<file path="config.mk">
export PLATFORM = sky130hd
export DESIGN_NAME = irq_vec_chain
export DESIGN_NICKNAME = d
export VERILOG_FILES = /design/src/rtl/irq_vec_chain.sv
export SDC_FILE = /design/constraint.sdc
export NUM_CORES = 1
export LEC_CHECK = 0
export ABC_AREA = 1
export CORE_MARGIN = 4
export CORE_UTILIZATION = 45
export CTS_BUF_LIST = sky130_fd_sc_hd__clkbuf_4 sky130_fd_sc_hd__clkbuf_8
export DETAILED_ROUTE_END_ITERATION = 10
export MAX_ROUTING_LAYER = met4
export PLACE_DENSITY_LB_ADDON = 0.08
export SLEW_MARGIN = 30
export SYNTH_ARGS = -nofsm -noshare
export SYNTH_HDL_FRONTEND = slang
export SYNTH_SLANG_ARGS = --single-unit
</file>
<file path="constraint.sdc">
create_clock -name clk -period 1.86 [get_ports clk]
set_input_delay 0.279 -clock clk [delete_from_list [all_inputs] [get_ports clk]]
set_output_delay 0.279 -clock clk [all_outputs]
set_load 0.02 [all_outputs]
</file>
<file path="src/rtl/irq_vec_chain.sv">
module irq_vec_chain #(
  parameter int NSRC = 16,
  parameter int VW   = 8,
  localparam int IW  = $clog2(NSRC),
  localparam int BW  = VW - IW
) (
  input  logic            clk,
  input  logic            rst_n,
  input  logic [NSRC-1:0] src_i,
  input  logic [NSRC-1:0] ena_i,
  input  logic [NSRC-1:0] msk_i,
  input  logic [BW-1:0]   vbase_i,
  input  logic            iack_n,
  input  logic            ds_n,
  input  logic            iei_n,
  output logic            irq_n,
  output logic            ieo_n,
  output logic [VW-1:0]   d_o,
  output logic            d_oe,
  output logic            dtack_n,
  output logic            dtack_oe
);

  typedef enum logic [2:0] {S_IDLE, S_DATA, S_ACK, S_END, S_PASS} st_t;

  st_t             st;
  logic [NSRC-1:0] src_q, pend, act, clr, rise;
  logic [IW-1:0]   win;
  logic [VW-1:0]   vec;
  logic            cyc, any_act, start, busy;

  assign cyc     = ~iack_n & ~ds_n;
  assign rise    = src_i & ~src_q & ena_i;
  assign act     = pend & msk_i;
  assign any_act = |act;
  assign start   = (st == S_IDLE) & cyc & ~iei_n & any_act;
  assign clr     = start ? (NSRC'(1) << win) : '0;
  assign busy    = (st == S_DATA) | (st == S_ACK) | (st == S_END);

  always_comb begin
    win = '0;
    for (int i = 0; i < NSRC; i++)
      if (act[i]) win = IW'(i);
  end

  always_ff @(posedge clk or negedge rst_n)
    if (!rst_n) begin
      src_q <= '0;
      pend  <= '0;
      vec   <= '0;
    end else begin
      src_q <= src_i;
      pend  <= (pend & ~clr) | rise;
      if (start) vec <= {vbase_i, win};
    end

  always_ff @(posedge clk or negedge rst_n)
    if (!rst_n) st <= S_IDLE;
    else
      case (st)
        S_IDLE:  if (cyc) st <= start ? S_DATA : S_PASS;
        S_DATA:  st <= cyc ? S_ACK : S_END;
        S_ACK:   if (!cyc) st <= S_END;
        S_END:   st <= S_IDLE;
        S_PASS:  if (iack_n && ds_n) st <= S_IDLE;
        default: st <= S_IDLE;
      endcase

  assign irq_n    = ~any_act;
  assign ieo_n    = iei_n | any_act | busy;
  assign d_o      = vec;
  assign d_oe     = (st == S_DATA) | (st == S_ACK);
  assign dtack_oe = busy;
  assign dtack_n  = (st != S_ACK);

endmodule

</file>
======== After elaboration in Yosys (flattened, before gate mapping) ========
Index checks and enable logic that the tools add are counted.
operators by class
  reduce and logical (&&, ||, !) cells .... 4
  shift operators ......................... 1
  bitwise logic cells ..................... 19
  equal/unequal tests ..................... 8
  multiplexer cells ....................... 22
operators by type and width
  kind                  count
  $and 16x16->16        4
  $mux 4                12
  $not 16->16           2
  $mux 16               1
  $or 16x16->16         1
  $reduce_or 16->1      1
  $shl 1x4->16 const A  1
  $mux 3                4
  $pmux 3 s4            1
  $eq 3x2->1 const B    2
  $ne 2x2->1 const B    3
  $and 1x1->1           4
  $mux 2                2
  $not 1->1             4
  $or 1x1->1            4
  $eq 3x1->1 const B    1
  $eq 3x3->1 const B    1
  $logic_not 3->1       1
  $ne 3x2->1 const B    1
  $reduce_and 3->1      1
  $mux 1                2
  $logic_and 1x1->1     1
word-level totals
  logic and storage cells ................. 58
  output and inout port bits .............. 13
  bits in registers ....................... 43

======== Longest topological paths before layout ========
Gate-level depths: netlist of the first run.
  depth after elaboration ................. 21
  mapped depth ............................ 19
  mapped depth without buffers ............ 19

======== Least setup slack after synthesis of the first run ========
OpenSTA, ideal clock, no wires.
  kind .................................... register -> output
  from .................................... reg pend[9]
  to ...................................... out ieo_n
  setup slack ............................. 0.285 ns
  arrival time ............................ 1.296 ns
  cell stages (with the launch flop) ...... 9
  cells stage by stage .................... dfrtp_1 -> nand2_1 -> nand2_2 -> nor2_2 -> inv_2 -> nor3_4 -> nand3_2 -> inv_1 -> nand2_1
between the ends
  cells in the longest elaborated chain, start to end .. 4
RTL lines
  element                   RTL line  RTL
  start, declared           27        logic [NSRC-1:0] src_q, pend, act, clr, rise;
  start signal, assigned    53        pend <= (pend & ~clr) | rise;
  $and 16x16->16            34        assign act = pend & msk_i;
  $reduce_or 16->1          35        assign any_act = |act;
  $or 1x1->1 (2 in series)  70        assign ieo_n = iei_n | any_act | busy;
  end, declared             17        output logic ieo_n,
Every way passes these cells.

======== Final worst setup path of the first run ========
  from .................................... in msk_i[11]
  to ...................................... out ieo_n
between the ends
  cells in the longest elaborated chain, start to end .. 4
RTL lines
  element                   RTL line  RTL
  start, declared           11        input logic [NSRC-1:0] msk_i,
  $and 16x16->16            34
  $reduce_or 16->1          35
  $or 1x1->1 (2 in series)  70
Every way passes these cells.

==> out/summary.txt, run 1 <==
Place WS - -373 ps
detailed-route via count - 1769
Worst EP required - 1580 ps
vias in the first global route - 1749
Clock Sinks - 43
Cell variety after synth - 23
largest net degree at the start of global routing - 44
Final min period - 1860 ps
Adder-Cell Fraction of Synth Area - 0%
Synth Area in Simple Gates - 30.8%
CTS Hold Bufs - 0
CTS tree - yes
first-pass detailed-route iteration total - 4
Synth area leaders - dfrtp_1 (57%), nand2_1 (14%), nand3b_1 (6.0%), nand2_2 (2.7%), nand4_1 (2.3%)
Synth async-reset ratio - 100%
pwr dens - 945 nW/um^2
FMAX - 0.538 GHz
status - completed
CORE AREA - 4000 sq um
Die W - 72.5 um
design area - 3000 sq um
I/O Buffers - 69
Worst-path clk slew - 80 ps
XOR/XNOR Fraction of Synth Area - 0%
VDD IR max - 0.000600 V
Final Hold Slack - 44.3 ps
Antenna Nets Post-Route - 0
Final Wtd Congestion - 0.828
Area Growth Syn to Fin - 60.3%
Site Rows - 23
most frequent cells after synthesis - nand2_1 (70), dfrtp_1 (43), nand3b_1 (15)
Leak - 0.00137 uW
Max clock buf depth - 2
DP HPWL - 3690 um
Post-synth EDFFs - 0
nets - 366
DRC errors left - 0
max-cap violation count - 0
Rel. slew slack - 65.1%
clk_lat worst skew - 290 ps
CTS buffer count - 5
Layout Cells excl Fill - 360
largest area contributor in the netlist - dfrtp_1
initial core utilization - 46.8%
GR Overflow Total - 0
Top FF cell, synth - dfrtp_1
dpl cell area - 2800 sq um
placed insts - 348
DRT Wirelength - 4700 um
layout cells sized above 1 - 23.2%
first-pass GRT wire length - 7690 um
Setup crit start kind - primary input
final hold vios - 0
crit path max fanout - 2
RSZ-0062 raised after global routing - yes
critical path start-end classification - in2out
mux contribution to synthesized area - 0%
Synth Cell Area - 1870 sq um
largest family of logic cells by synthesized area - simple AND/OR/NAND/NOR gates
final setup margin - 2.08 ps
max-slew violations - 0
cell count after synthesis - 205
initial antenna violation count - 0
# IOs - 70
DR WL/cell - 13.1 um
Diodes inserted - 0
htree depth - 2
top cell type's share of synthesized area - 57.4%
Setup crit end kind - primary output
total power - 2840 uW
# setup viols final - 0
Seq/Total Area, Yosys - 57.4%
post-synthesis compound-gate area fraction - 8.15%
DR iter-0 viols - 65
vias per cell - 4.91
Final period util - 99.9%
die area - 5260 sq um
gr usage total - 19.7%
Final Skew - 5.29 ps
Avg Cell Area, Syn - 9.14 sq um
#FFs+latches synth - 43
Worst-Margin Slew - 523 ps
Arr. time, crit path - 1580 ps
synthesized net count - 262
clock tree root buffer cell - clkbuf_8
most used standard cell by instance count after synthesis - nand2_1
YS warnings - 0
worst hold path type - in2async
Die Height - 72.5 um
metrics by stage:
stage,utilization (%),setup TNS (ps)
2_1_floorplan,-,0
3_3_place_gp,70.1,-3810
3_5_place_dp,70.1,-4670
4_1_cts,72.2,0
5_1_grt,75.0,-1240
6_report,75.0,0
worst max-delay path, cell delays in order:
cell	delay, ps
clkdlybuf4s50_1	420
nand2_2	90
nand2_2	60
nor2_2	110
inv_2	60
nor3_4	190
nand3_2	120
inv_2	90
nand2_2	50
buf_6	120
worst paths after layout:
path	startpoint	end	slack [ps]	cells after the start
min in group clk	src_i[3]	src_q[3]$_DFF_PN0_	440	1
hold reg to reg	pend[5]$_DFF_PN0_	pend[5]$_DFF_PN0_	480	2
setup / recovery	msk_i[11]	ieo_n	2	10
hold / removal	rst_n	pend[15]$_DFF_PN0_	40	2
max in group asynchronous	rst_n	src_q[2]$_DFF_PN0_	1460	2
setup reg to reg	pend[1]$_DFF_PN0_	pend[2]$_DFF_PN0_	60	18
area by class of cell:
cell class,count,area [sq um]
clock buffer,7,83.8
clock inverter,1,5.00
fill,300,998
inverter,16,62.6
multi-input combinational,145,801
sequential,43,1080
tap,50,62.6
timing repair buffer,98,911
cell usage in the layout, fill, tap and decap left out, drive strengths merged:
master	netlist	final
a211oi	1	1
a21oi	2	2
a31oi	2	2
a32o	1	1
buf	1	32
clkbuf	0	8
clkdlybuf4s50	0	61
clkinv	0	1
dfrtp	43	43
dlymetal6s2s	0	4
inv	16	16
nand2	79	79
nand3	5	5
nand3b	15	15
nand4	7	7
nor2	10	10
nor3	3	3
o21ai	15	15
o21bai	5	5
report_power, final:
part / internal (uW) / switching, uW
Combinational: 528 / 536
Sequential: 1090 / 96.6
Clock: 293 / 296
Total: 1910 / 928
state kept, by name (all words and copies together) (netlist names):
register and flops:
pend 16, src_q 16, d_o 8, st 3
kinds of logic (layout without fill, tap and decap cells):
logic type             after synthesis  after routing
DFF                                 43             43
and+or+nand+nor                    119            119
buffers and inverters               17            122
AOI/OAI and AO/OA                   26             26
metal layers:
layer  part of all wire, %  GRT usage [%]  vias to the layer above
met5                     0              -                        -
met4                   1.7           5.12                        0
met3                   6.4           5.40                        8
met2                    52           32.9                       54
met1                    40           23.6                      816
li1                      -              -                      891
repair_timing:
action	CTS	global route
pin swaps	0	19
setup buffers	0	4
setup endpoints to repair	3	21
resized for setup	10	29
Power figures use the tool's default switching activity.
==> run 2, diff against run 1 <==
CORE_ASPECT_RATIO = 1.75   (was unset)
CORE_UTILIZATION = 49   (was 45)
clock period = 2.2 ns   (was 1.86 ns; I/O delays follow)
==> out/summary.txt, run 2 (same netlist as run 1, synthesis figures left out) <==
status - completed
clk_lat worst skew - 290 ps
Final min period - 2090 ps
RSZ-0062 raised after global routing - no
critical path start-end classification - in2out
pwr dens - 853 nW/um^2
setup total negative slack - 0 ps
final hold vios - 0
CTS tree - yes
fill count - 294
Antenna Nets Post-Route - 0
CTS Hold Bufs - 0
clock tree root buffer cell - clkbuf_8
Combinational Power Share - 34.3%
Site Rows - 29
Die W - 54.7 um
NetSw - 744 uW
Diodes inserted - 0
multi-input combinational cell area - 729 sq um
cell internal pwr - 1660 uW
initial antenna violation count - 0
first-pass GRT wire length - 7330 um
max-slew violations - 0
clock share of power - 24.2%
Worst-Margin Slew - 503 ps
Final Wtd Congestion - 0.967
DR WL/cell - 13.2 um
r2r startpoint - pend[1]$_DFF_PN0_
Setup crit end kind - primary output
DRT Wirelength - 4500 um
worst hold path type - in2async
Reg2Reg Setup Slack - 300 ps
initial core utilization - 51.1%
vias per cell - 5.10
crit path max fanout - 2
Setup crit start kind - primary input
DRC errors left - 0
DR iter-0 viols - 39
Area Growth Syn to Fin - 50.7%
GR Overflow Total - 0
Critical R2R Capture - pend[10]$_DFF_PN0_
CORE AREA - 3660 sq um
gr usage total - 20.7%
die area - 4910 sq um
max-cap violation count - 0
DP HPWL - 3720 um
Flop pwr share - 41.5%
largest net degree at the start of global routing - 24
CTS buffer count - 5
Slowest cell on crit path - clkdlybuf4s50_1
Worst-path clk slew - 70 ps
r2r worst-path depth - 19
Arr. time, crit path - 1760 ps
vias in the first global route - 1759
# IOs - 70
detailed-route via count - 1734
most frequent CP cell - nand2_1
I/O Buffers - 69
Final Skew - 5.45 ps
# setup viols final - 0
Setup Buffers After CTS - 0
Layout Cells excl Fill - 340
Rel. slew slack - 66.4%
placed insts - 333
Worst EP required - 1870 ps
CP peak stage delay - 420 ps
Net Sw Frac - 30.9%
layout cells sized above 1 - 13.3%
total power - 2410 uW
most common cell after layout, fill and taps aside - nand2_1
nets - 351
Max clock buf depth - 2
Clock Sinks - 43
first-pass detailed-route iteration total - 4
Final period util - 95.0%
htree depth - 2
most frequent cells in the layout - nand2_1 (70), clkdlybuf4s50_1 (65), dfrtp_1 (43)
FMAX - 0.479 GHz
Leak - 0.00130 uW
critical-path cell list - clkdlybuf4s50_1, nand2_1, nand2_1, a211oi_1, nand3_2, inv_1, nand2_1, dlygate4sd2_1
register area - 1080 sq um
Die Height - 89.8 um
VDD IR max - 0.000697 V
-- run 2: layout make-up --
| cell class | instances | area share, % |
|---|---|---|
| Inverter | 16 | 2.22 |
| Tap cell | 46 | 2.04 |
| Clock inverter | 1 | 1.06 |
| Clock buffer | 6 | 2.70 |
| Sequential cell | 43 | 38.1 |
| Timing Repair Buffer | 83 | 28.0 |
| Multi-Input combinational cell | 145 | 25.8 |
-- run 2: stage by stage --
step	setup slack, ps	util (%)	hold slack, ps	instance area [sq um]
after floorplan	574	-	34.4	1870
after global placement	-92.0	74.1	324	2720
after detailed placement	-137	74.1	325	2720
after CTS	60.9	77.0	12.1	2820
after global routing	39.4	77.0	32.3	2820
final	111	77.0	2.45	2820
-- run 2: power groups by stage --
stage,logic (uW),registers [uW],clock network (uW)
2_1_floorplan,312,1090,0
3_3_place_gp,813,1010,0
3_5_place_dp,830,1010,0
4_1_cts,834,998,600
5_1_grt,901,1010,637
6_report,825,999,584
-- run 2: per-layer routing --
metal / wire length (um) / GRT usage [%] / vias to the layer above / part of all wire, %
li1: - / - / 851 / -
met3: 249 / 3.81 / 12 / 5.5
met5: 0 / - / - / 0
met4: 155 / 10.8 / 0 / 3.4
met2: 2450 / 34.9 / 61 / 54
met1: 1650 / 21.2 / 810 / 37
-- run 2: how the worst max path moves through the flow --
stage | start | endpoint | slack, ps | depth (start not counted)
2_1_floorplan | pend[9]$_DFF_PN0_ | ieo_n | 570 | 8
3_3_place_gp | msk_i[8] | irq_n | -90 | 9
3_5_place_dp | msk_i[8] | irq_n | -140 | 9
4_1_cts | st[2]$_DFFE_PN0P_ | d_oe | 60 | 4
5_1_grt | msk_i[8] | ieo_n | 40 | 10
6_report | msk_i[3] | ieo_n | 110 | 8
-- run 2: repair_timing --
item,4_1_cts,5_1_grt
endpoints found under the setup margin,2,1
resized for setup,2,1
gates cloned,0,0
-- run 2: critical path, delay by kind of cell --
| kind | cells | cell delay, ps |
|---|---|---|
| and+or+nand+nor | 4 | 340 |
| AOI/OAI and AO/OA | 1 | 280 |
| buffers and inverters | 3 | 820 |
